**config.mk**
```make
export PLATFORM = sky130hd
export DESIGN_NAME = pwm_quad
export DESIGN_NICKNAME = d
export VERILOG_FILES = /design/src/rtl/pwmq_pkg.sv /design/src/rtl/pwmq_regs.sv /design/src/rtl/pwmq_prescale.sv /design/src/rtl/pwmq_chan.sv /design/src/rtl/pwm_quad.sv
export SDC_FILE = /design/constraint.sdc
export NUM_CORES = 1
export LEC_CHECK = 0
export BUFFER_PORTS_ARGS = -buffer_cell sky130_fd_sc_hd__buf_2
export CAP_MARGIN = 20
export CORE_MARGIN = 2
export CORE_UTILIZATION = 40
export CTS_CLUSTER_DIAMETER = 50
export DETAILED_ROUTE_END_ITERATION = 8
export GPL_ROUTABILITY_DRIVEN = 0
export GPL_TIMING_DRIVEN = 0
export SETUP_SLACK_MARGIN = 0.3
export SYNTH_ARGS = -nofsm -noshare
export SYNTH_HDL_FRONTEND = slang
export SYNTH_SLANG_ARGS = --single-unit
```
**constraint.sdc**
```tcl
create_clock -name clk -period 2.8 [get_ports clk]
set_input_delay 0.42 -clock clk [delete_from_list [all_inputs] [get_ports clk]]
set_output_delay 0.42 -clock clk [all_outputs]
set_load 0.01 [all_outputs]
```
**src/rtl/pwmq_pkg.sv**
```systemverilog
package pwmq_pkg;

    localparam int TB_W    = 8;
    localparam int CODE_W  = 2;
    localparam int STG_A_W = 3;
    localparam int STG_B_W = 6;
    localparam int DUTY_LSB = 16;
    localparam int CODE_LSB = 4;

    typedef enum logic [CODE_W-1:0] {
        PS_DIV1   = 2'd0,
        PS_DIV8   = 2'd1,
        PS_DIV64  = 2'd2,
        PS_DIV512 = 2'd3
    } ps_code_e;

    typedef struct packed {
        logic [TB_W-1:0] duty;
        logic [TB_W-1:0] tb;
    } chan_cfg_t;

    function automatic logic [31:0] cfg_to_word(chan_cfg_t c);
        logic [31:0] w;
        w = '0;
        w[TB_W-1:0] = c.tb;
        w[DUTY_LSB +: TB_W] = c.duty;
        return w;
    endfunction

    function automatic int cfg_offset(int ch);
        return 4 + 4 * ch;
    endfunction

endpackage

```
**src/rtl/pwmq_regs.sv**
```systemverilog
module pwmq_regs
    import pwmq_pkg::*;
#(
    parameter int NCH    = 4,
    parameter int ADDR_W = 8,
    parameter int DATA_W = 32
) (
    input  logic                          clk,
    input  logic                          rst,
    input  logic                          wr_en,
    input  logic [ADDR_W-1:0]             addr,
    input  logic [DATA_W-1:0]             wdata,
    output logic [DATA_W-1:0]             rdata,
    output logic [NCH-1:0]                en_o,
    output logic [NCH-1:0][CODE_W-1:0]    code_o,
    output chan_cfg_t [NCH-1:0]           cfg_o
);

    logic [NCH-1:0]             en_q;
    logic [NCH-1:0][CODE_W-1:0] code_q;
    chan_cfg_t [NCH-1:0]        cfg_q;
    logic                       hit_ctrl;
    logic [NCH-1:0]             hit_cfg;
    logic                       unmapped;

    assign hit_ctrl = (addr == '0);

    for (genvar n = 0; n < NCH; n++) begin : g_dec
        assign hit_cfg[n] = (int'(addr) == cfg_offset(n));
    end

    assign unmapped = !hit_ctrl && (hit_cfg == '0);

    always_ff @(posedge clk) begin
        if (rst) begin
            en_q   <= '0;
            code_q <= '0;
            cfg_q  <= '0;
        end else if (wr_en) begin
            if (hit_ctrl) begin
                en_q <= wdata[NCH-1:0];
                for (int n = 0; n < NCH; n++)
                    code_q[n] <= wdata[CODE_LSB + CODE_W*n +: CODE_W];
            end
            for (int n = 0; n < NCH; n++) begin
                if (hit_cfg[n]) begin
                    cfg_q[n].tb   <= wdata[TB_W-1:0];
                    cfg_q[n].duty <= wdata[DUTY_LSB +: TB_W];
                end
            end
        end
    end

    always_comb begin
        rdata = '0;
        if (hit_ctrl) begin
            rdata[NCH-1:0] = en_q;
            for (int n = 0; n < NCH; n++)
                rdata[CODE_LSB + CODE_W*n +: CODE_W] = code_q[n];
        end
        for (int n = 0; n < NCH; n++)
            if (hit_cfg[n]) rdata = cfg_to_word(cfg_q[n]);
    end

    assign en_o   = en_q;
    assign code_o = code_q;
    assign cfg_o  = cfg_q;


    unmapped_wr_chk: assert property (@(posedge clk) disable iff (rst)
        (wr_en && unmapped) |=> ($stable(en_q) && $stable(code_q) && $stable(cfg_q)));


    ctrl_wr_chk: assert property (@(posedge clk) disable iff (rst)
        (wr_en && hit_ctrl) |=> (en_q == $past(wdata[NCH-1:0])));

endmodule

```
**src/rtl/pwmq_prescale.sv**
```systemverilog
module pwmq_prescale
    import pwmq_pkg::*;
#(
    parameter int A_W = STG_A_W,
    parameter int B_W = STG_B_W
) (
    input  logic              clk,
    input  logic              rst,
    input  logic              en,
    input  logic [CODE_W-1:0] code,
    output logic              step
);

    logic [A_W-1:0] a_q;
    logic [B_W-1:0] b_q;
    logic           a_wrap;
    logic           b_tick;

    assign a_wrap = &a_q;
    // the second stage counts first-stage wraps when both are selected
    assign b_tick = code[0] ? a_wrap : 1'b1;

    always_ff @(posedge clk) begin
        if (rst || !en) begin
            a_q <= '0;
            b_q <= '0;
        end else begin
            if (code[0]) a_q <= a_q + 1'b1;
            if (code[1] && b_tick) b_q <= b_q + 1'b1;
        end
    end

    assign step = en && (code[0] ? a_wrap : 1'b1) && (code[1] ? &b_q : 1'b1);


    step_gap_chk: assert property (@(posedge clk) disable iff (rst)
        (en && code != PS_DIV1 && step) |=> (!step || code != $past(code)));

endmodule

```
**src/rtl/pwmq_chan.sv**
```systemverilog
module pwmq_chan
    import pwmq_pkg::*;
(
    input  logic      clk,
    input  logic      rst,
    input  logic      en,
    input  logic      step,
    input  chan_cfg_t cfg_in,
    output logic      out
);

    logic [TB_W-1:0] cnt_q;
    logic [TB_W-1:0] tb_q;
    logic [TB_W-1:0] du_q;
    logic            idle;
    logic            last;

    assign idle = (tb_q == '0);
    assign last = (cnt_q == tb_q - 1'b1);

    always_ff @(posedge clk) begin
        if (rst) begin
            cnt_q <= '0;
            tb_q  <= '0;
            du_q  <= '0;
        end else if (!en || idle) begin
            cnt_q <= '0;
            tb_q  <= cfg_in.tb;
            du_q  <= cfg_in.duty;
        end else if (step) begin
            if (last) begin
                cnt_q <= '0;
                tb_q  <= cfg_in.tb;
                du_q  <= cfg_in.duty;
            end else begin
                cnt_q <= cnt_q + 1'b1;
            end
        end
    end

    assign out = en && !idle && (cnt_q < du_q);


    cnt_range_chk: assert property (@(posedge clk) disable iff (rst)
        (en && !idle) |-> (cnt_q < tb_q));


    mid_period_hold_chk: assert property (@(posedge clk) disable iff (rst)
        (en && !idle && !(step && last)) |=> ($stable(tb_q) && $stable(du_q)));


    off_clear_chk: assert property (@(posedge clk) disable iff (rst)
        !en |=> (cnt_q == '0));


    idle_low_chk: assert property (@(posedge clk) disable iff (rst)
        idle |-> !out);


    full_high_chk: assert property (@(posedge clk) disable iff (rst)
        (en && !idle && du_q >= tb_q) |-> out);

endmodule

```
**src/rtl/pwm_quad.sv**
```systemverilog
module pwm_quad
    import pwmq_pkg::*;
#(
    parameter int NCH    = 4,
    parameter int ADDR_W = 8,
    parameter int DATA_W = 32
) (
    input  logic              clk,
    input  logic              rst,
    input  logic              wr_en,
    input  logic [ADDR_W-1:0] addr,
    input  logic [DATA_W-1:0] wdata,
    output logic [DATA_W-1:0] rdata,
    output logic [NCH-1:0]    pwm_out
);

    localparam int CTRL_BITS = CODE_LSB + CODE_W * NCH;

    logic [NCH-1:0]             en;
    logic [NCH-1:0][CODE_W-1:0] code;
    chan_cfg_t [NCH-1:0]        cfg;
    logic [NCH-1:0]             step;

    pwmq_regs #(.NCH(NCH), .ADDR_W(ADDR_W), .DATA_W(DATA_W)) u_regs (
        .clk    (clk),
        .rst    (rst),
        .wr_en  (wr_en),
        .addr   (addr),
        .wdata  (wdata),
        .rdata  (rdata),
        .en_o   (en),
        .code_o (code),
        .cfg_o  (cfg)
    );

    for (genvar c = 0; c < NCH; c++) begin : g_ch
        pwmq_prescale u_ps (
            .clk  (clk),
            .rst  (rst),
            .en   (en[c]),
            .code (code[c]),
            .step (step[c])
        );
        pwmq_chan u_ch (
            .clk    (clk),
            .rst    (rst),
            .en     (en[c]),
            .step   (step[c]),
            .cfg_in (cfg[c]),
            .out    (pwm_out[c])
        );
    end

    initial begin
        if (CTRL_BITS > DATA_W) $error("control word does not fit the data width");
    end


    reset_low_chk: assert property (@(posedge clk)
        rst |=> (pwm_out == '0));

endmodule

```
==> impl_metrics.json, run 1 <==
{
  "placed_cells": 1585,
  "grt_pass1_vias": 7906,
  "finalSetupViolations": 0,
  "grt-ovfl-total": 0,
  "drt_wl_total_mm": 26.8,
  "finalHoldViolCount": 0,
  "met3_usage_pct": 2.60,
  "drt_pre_antenna_iters": 5,
  "cts_made_buffers": 26,
  "grt_max_degree": 14,
  "cp.arrival_ns": 2.29,
  "io_pins": 79,
  "endpoint_kind": "primary output",
  "clkLatencyLatePin_ns": 0.54,
  "mappedNetlistArea_um2": 10400,
  "num_vias": 8506,
  "core-area_um2": 25800,
  "num_rows": 59,
  "initial_core_util_pct": 40.4,
  "dieArea_um2": 27400,
  "cts_max_level": 1,
  "start_kind": "input pin",
  "critPathMaxStageDelay_ns": 0.57,
  "portBuffers": 54,
  "crit_family": "simple AND/OR/NAND/NOR gates",
  "slew_headroom_pct": 57.3,
  "worstMarginPinSlew_ns": 0.640,
  "rsz0062_at_grt": "yes",
  "drt-initial-drc-count": 539,
  "wl_per_cell_um": 16.2,
  "grt_usage_pct": 19.2,
  "cp.required_ns": 2.38,
  "clock_sinks": 208,
  "peakVddDrop_uv": 388,
  "die_h_um": 166,
  "cts-root-buf": "clkbuf_16",
  "ys_seq_area_share_pct": 39.9,
  "status": "complete, no violations",
  "num_antenna_cells": 0,
  "clockBufferDepth": 3,
  "antenna_found_initial": 1,
  "drc_errors": 0,
  "synthCells": 1185,
  "final_cell_area_um2": 12600,
  "drv_slew": 0,
  "postCtsHoldBufs": 0,
  "synth-edff-count": 0,
  "layout.cells.non_filler": 1654,
  "die_x_um": 166,
  "postPlaceCellArea_um2": 11200,
  "period_needed_ns": 2.71,
  "utilization_pct": 48.8,
  "finClkSkew_ns": 0.0164,
  "ant_nets": 0,
  "fmax_mhz": 369,
  "final_net_count": 1395,
  "synth_area_per_cell_um2": 8.82,
  "fin_crit_sh_pct": 96.9,
  "max_cap_violations": 0,
  "drive_gt1_share_pct": 18.8,
  "finalPower_mw": 6.49,
  "synth_ff_type": "dfxtp_1",
  "clkTransAtPathRegs_ns": 0.06,
  "cp_max_fo": 7,
  "leakage_nw": 4.95,
  "cp_cell_sequence": "buf_6, or4_4, or3_4, nor3b_4, buf_4, a22o_1, buf_2",
  "top_usage_layer": "met2",
  "fill_cells": 2463,
  "path_class": "input pin to primary output",
  "grt_pass1_wl_mm": 42.7,
  "cts_tree": "done",
  "critical_path_buf_inv_count": 3,
  "async_reset_ff_share_pct": 0,
  "yosysWarnings": 0,
  "synthDistinctLibCells": 58,
  "synth-seq-cells": 208,
  "place_hpwl_mm": 19.9,
  "power.density_nw_per_um2": 515,
  "use_met1_pct": 28.5,
  "area_growth_pct": 20.7,
  "cp_slowest_cell": "or4_4",
  "min_path_type": "input pin to flop",
  "viasPerCell": 5.14,
  "use_met2_pct": 29.3
}
==> worst register-to-register path, stage by stage (launching register included) <==
cell,delay [ns]
dfxtp_1,0.40
inv_1,0.09
ha_1,0.28
o21bai_1,0.19
a211oi_1,0.25
a211oi_1,0.09
o21ai_1,0.21
a41oi_4,0.15
buf_4,0.18
buf_12,0.13
mux2i_1,0.16
nor2_1,0.06
==> synth_stat cells (4+ instances only) <==
library cell | count | area, um2
nand3b_1 | 4 | 30.0
dfxtp_1 | 208 | 4160
inv_1 | 38 | 143
nand3_1 | 29 | 145
a21oi_1 | 72 | 360
a22o_1 | 8 | 70.1
o21ai_0 | 24 | 120
nor4_1 | 4 | 25.0
xor2_1 | 52 | 455
and2_1 | 10 | 62.6
mux2i_1 | 99 | 991
a211oi_1 | 7 | 52.6
or2_2 | 5 | 31.3
xnor2_1 | 39 | 342
nand4_1 | 18 | 113
clkbuf_1 | 50 | 188
mux2_2 | 8 | 90.1
nand2_1 | 150 | 563
nor2b_1 | 8 | 50.1
nor2_1 | 157 | 589
nor3_1 | 11 | 55.1
a21o_1 | 11 | 82.6
mux4_2 | 8 | 180
and4_1 | 5 | 43.8
and3_1 | 11 | 68.8
ha_1 | 52 | 651
nand2b_1 | 19 | 119
or3_1 | 5 | 31.3
a22oi_1 | 7 | 52.6
buf_2 | 7 | 35.0
buf_4 | 21 | 158
==> final timing paths <==
kind / start / to / slack (ns) / cells past startpoint
worst min register to register: u_regs.cfg_o[32] / u_regs.cfg_o[32] / 0.48 / 2
worst min-delay path: wdata[9] / u_regs.code_o[5] / 0.13 / 3
worst max-delay path: addr[1] / rdata[0] / 0.09 / 7
worst max register to register: g_ch[0].u_ch.tb_q[1] / g_ch[0].u_ch.tb_q[3] / 0.49 / 11
==> layout make-up <==
cell class | instances | area, um2 | area share, %
clock inverter | 10 | 111 | 0.883
clock buffer | 37 | 772 | 6.12
sequential | 208 | 4200 | 33.3
timing repair buffer | 76 | 510 | 4.05
buffer | 83 | 460 | 3.65
multi-input combinational | 867 | 5990 | 47.5
tap | 335 | 419 | 3.32
inverter | 38 | 143 | 1.13
==> stage by stage <==
stage | hold WS [ns] | TNS [ns] | worst slack [ns]
final | 0.131 | 0 | 0.0866
after global routing | 0.124 | 0 | 0.0430
after CTS | 0.117 | 0 | 0.106
after detailed placement | 0.474 | -2.20 | -0.239
after global placement | 0.466 | -2.27 | -0.266
after floorplan | 0.445 | 0 | 0.325
==> routing by layer <==
metal	wire [um]	vias to the layer above
li1	-	4238
met2	11500	237
met3	1610	44
met5	11	-
met4	658	2
met1	13000	3985
==> report_power, final <==
group	switching (mW)	internal (mW)
Sequential	0.00228	2.95
Combinational	0.119	0.0508
Clock	1.34	2.02
Total	1.47	5.03
==> cell usage in the layout (no fill, tap or decap), types with 12 or more instances in the layout <==
| master | n |
|---|---|
| buf_4 | 38 |
| nor2_1 | 157 |
| dfxtp_1 | 190 |
| nand2_1 | 142 |
| a21oi_1 | 69 |
| mux2i_1 | 99 |
| buf_6 | 15 |
| conb_1 | 12 |
| o21ai_0 | 13 |
| nand2b_1 | 19 |
| nand4_1 | 18 |
| inv_1 | 35 |
| clkbuf_1 | 46 |
| clkbuf_16 | 26 |
| ha_1 | 48 |
| xor2_1 | 52 |
| xnor2_1 | 39 |
| buf_2 | 53 |
| nand3_1 | 29 |
==> sequential cells by signal, indices dropped and copies added (netlist names) <==
signal / cells
u_regs.cfg_o: 64
u_regs.code_o: 8
g_ch.u_ps.b_q: 24
g_ch.u_ps.a_q: 12
u_regs.en_o: 4
g_ch.u_ch.cnt_q: 32
g_ch.u_ch.tb_q: 32
g_ch.u_ch.du_q: 32
==> cells by family after synthesis <==
| kind of cell | share of synthesized area (%) |
|---|---|
| AND/OR/NAND/NOR | 20.1 |
| flip-flops | 39.9 |
| AO/OA/AOI/OAI | 8.72 |
| buffers and inverters | 5.33 |
| multiplexers | 12.1 |
| XOR/XNOR | 7.63 |
| adder cells (fa/ha/maj) | 6.23 |
| other | 0.0359 |
==> timing repair <==
action                     CTS  global route
cloned                       1             0
hold endpoints to repair     0             0
resized for setup           93            20
setup endpoints to repair   58            94
pin swaps                   27            11
setup buffers               12             9
No activity file was read; power rests on OpenSTA's default activity.
==> run 2: changes to the inputs <==
==> constraint.sdc (replaced) <==
create_clock -name clk -period 2.7 [get_ports clk]
set_input_delay 0.405 -clock clk [delete_from_list [all_inputs] [get_ports clk]]
set_output_delay 0.405 -clock clk [all_outputs]
set_load 0.02 [all_outputs]
==> impl_metrics.json, run 2 (same netlist as run 1, synthesis figures left out) <==
{
  "cp_max_fo": 10,
  "postCtsHoldBufs": 0,
  "fill_cells": 2445,
  "path_class": "input pin to primary output",
  "drt_pre_antenna_iters": 5,
  "place_worst_setup_slack_ns": -0.297,
  "finalSetupViolations": 0,
  "die_x_um": 166,
  "num_rows": 59,
  "clkTransAtPathRegs_ns": 0.06,
  "cts_max_level": 1,
  "grt-ovfl-total": 0,
  "worstMarginPinSlew_ns": 0.667,
  "num_vias": 8486,
  "clkLatencyLatePin_ns": 0.53,
  "multi_input_area_um2": 6000,
  "drv_slew": 0,
  "endpoint_kind": "primary output",
  "clockBufferDepth": 3,
  "grt_max_degree": 14,
  "critPathMaxStageDelay_ns": 0.56,
  "cts-root-buf": "clkbuf_16",
  "power.density_nw_per_um2": 547,
  "cp.arrival_ns": 2.23,
  "drt_wl_total_mm": 26.6,
  "drive_gt1_share_pct": 19.2,
  "drt-initial-drc-count": 491,
  "finalHoldViolCount": 0,
  "seqCellArea_um2": 4210,
  "fmax_mhz": 380,
  "initial_core_util_pct": 40.4,
  "clock_sinks": 208,
  "final_common_cell": "dfxtp_1",
  "dieArea_um2": 27400,
  "core-area_um2": 25800,
  "max_cap_violations": 0,
  "largest_register_ff_count": 64,
  "final_net_count": 1396,
  "drc_errors": 0,
  "cp.required_ns": 2.30,
  "setup_slack_ns": 0.0651,
  "antenna_found_initial": 0,
  "start_kind": "input pin",
  "grt_pass1_vias": 7967,
  "peakVddDrop_uv": 476,
  "viasPerCell": 5.13,
  "utilization_pct": 49.2,
  "slew_headroom_pct": 55.5,
  "status": "complete, no violations",
  "place_hpwl_mm": 19.9,
  "grt_usage_pct": 19.1,
  "period_needed_ns": 2.63,
  "wl_per_cell_um": 16.1,
  "area_growth_pct": 21.7,
  "leakage_nw": 4.97,
  "finClkSkew_ns": 0.0107,
  "cts_made_buffers": 27,
  "rsz0062_at_grt": "yes",
  "portBuffers": 54,
  "ant_nets": 0,
  "fin_crit_sh_pct": 97.6,
  "cp_cell_sequence": "buf_6, or4_4, or3_4, nor3b_4, buf_8, nand2_1, o21ai_2, buf_4",
  "mostFrequentLayoutCells": "dfxtp_1 (189), nor2_1 (157), nand2_1 (148)",
  "io_pins": 79,
  "num_antenna_cells": 0,
  "grt_pass1_wl_mm": 42.7,
  "die_h_um": 166,
  "cts_tree": "done",
  "cp_slowest_cell": "or4_4",
  "min_path_type": "input pin to flop"
}
## run 2: cell types whose count changed in the layout (fill, tap and decap cells not counted), sizes merged
cell    change
buf         +4
bufinv      +3
clkbuf     -10
clkinv      +2
inv         +2
## run 2: critical path, delay by kind of cell
kind,cells,cell delay (ns)
AND/OR/NAND/NOR,4,1.29
AO/OA/AOI/OAI,1,0.09
buffers and inverters,3,0.44
## run 2: layer usage
layer	vias to the layer above	part of all wire [%]	global-route usage (%)
li1	4233	-	-
met1	4061	49	27.8
met2	159	45	30.2
met3	33	4.7	2.87
met4	0	1.4	3.67
met5	-	0	0
## run 2: timing repair
item	in CTS	in global routing
buffers inserted	20	2
endpoints found under the setup margin	84	108
pin swaps	32	9
gates cloned	0	0
resized for setup	79	46
hold endpoints to repair	0	0
## run 2: path summary, 6_finish.rpt
| kind | start | end | slack [ns] | cells after the start |
|---|---|---|---|---|
| min reg2reg | u_regs.cfg_o[11] | u_regs.cfg_o[11] | 0.48 | 2 |
| max reg2reg | g_ch[2].u_ch.tb_q[1] | g_ch[2].u_ch.tb_q[4] | 0.45 | 9 |
| max | addr[1] | rdata[17] | 0.07 | 8 |
| min | wdata[10] | u_regs.code_o[6] | 0.13 | 3 |
## run 2: cell type report
class | count | area share (%)
plain buffers | 83 | 3.69
multi-input cells | 867 | 47.2
clock buffers | 31 | 5.59
well taps | 335 | 3.30
flip-flops and latches | 208 | 33.1
repair buffers | 76 | 4.28
inverters | 38 | 1.12
clock inverters | 17 | 1.70
## run 2: per-stage QoR
step | hold slack, ns | instance area [um2] | std cells | power [mW] | setup TNS [ns]
finish | 0.129 | 12700 | 1655 | 6.95 | 0
global route | 0.125 | 12700 | 1655 | 7.15 | 0
CTS | 0.119 | 12600 | 1653 | 7.00 | 0
detailed placement | 0.475 | 11200 | 1585 | 3.32 | -4.41
global placement | 0.466 | 11200 | 1585 | 3.32 | -3.98
floorplan | 0.445 | 10600 | 1196 | 3.23 | 0
## run 2: power by group
group | internal, mW | switching (mW) | leakage (nW)
clock network | 2.29 | 1.42 | 0.457
logic | 0.0533 | 0.128 | 2.83
registers | 3.06 | 0.00238 | 1.69
total | 5.40 | 1.55 | 4.97
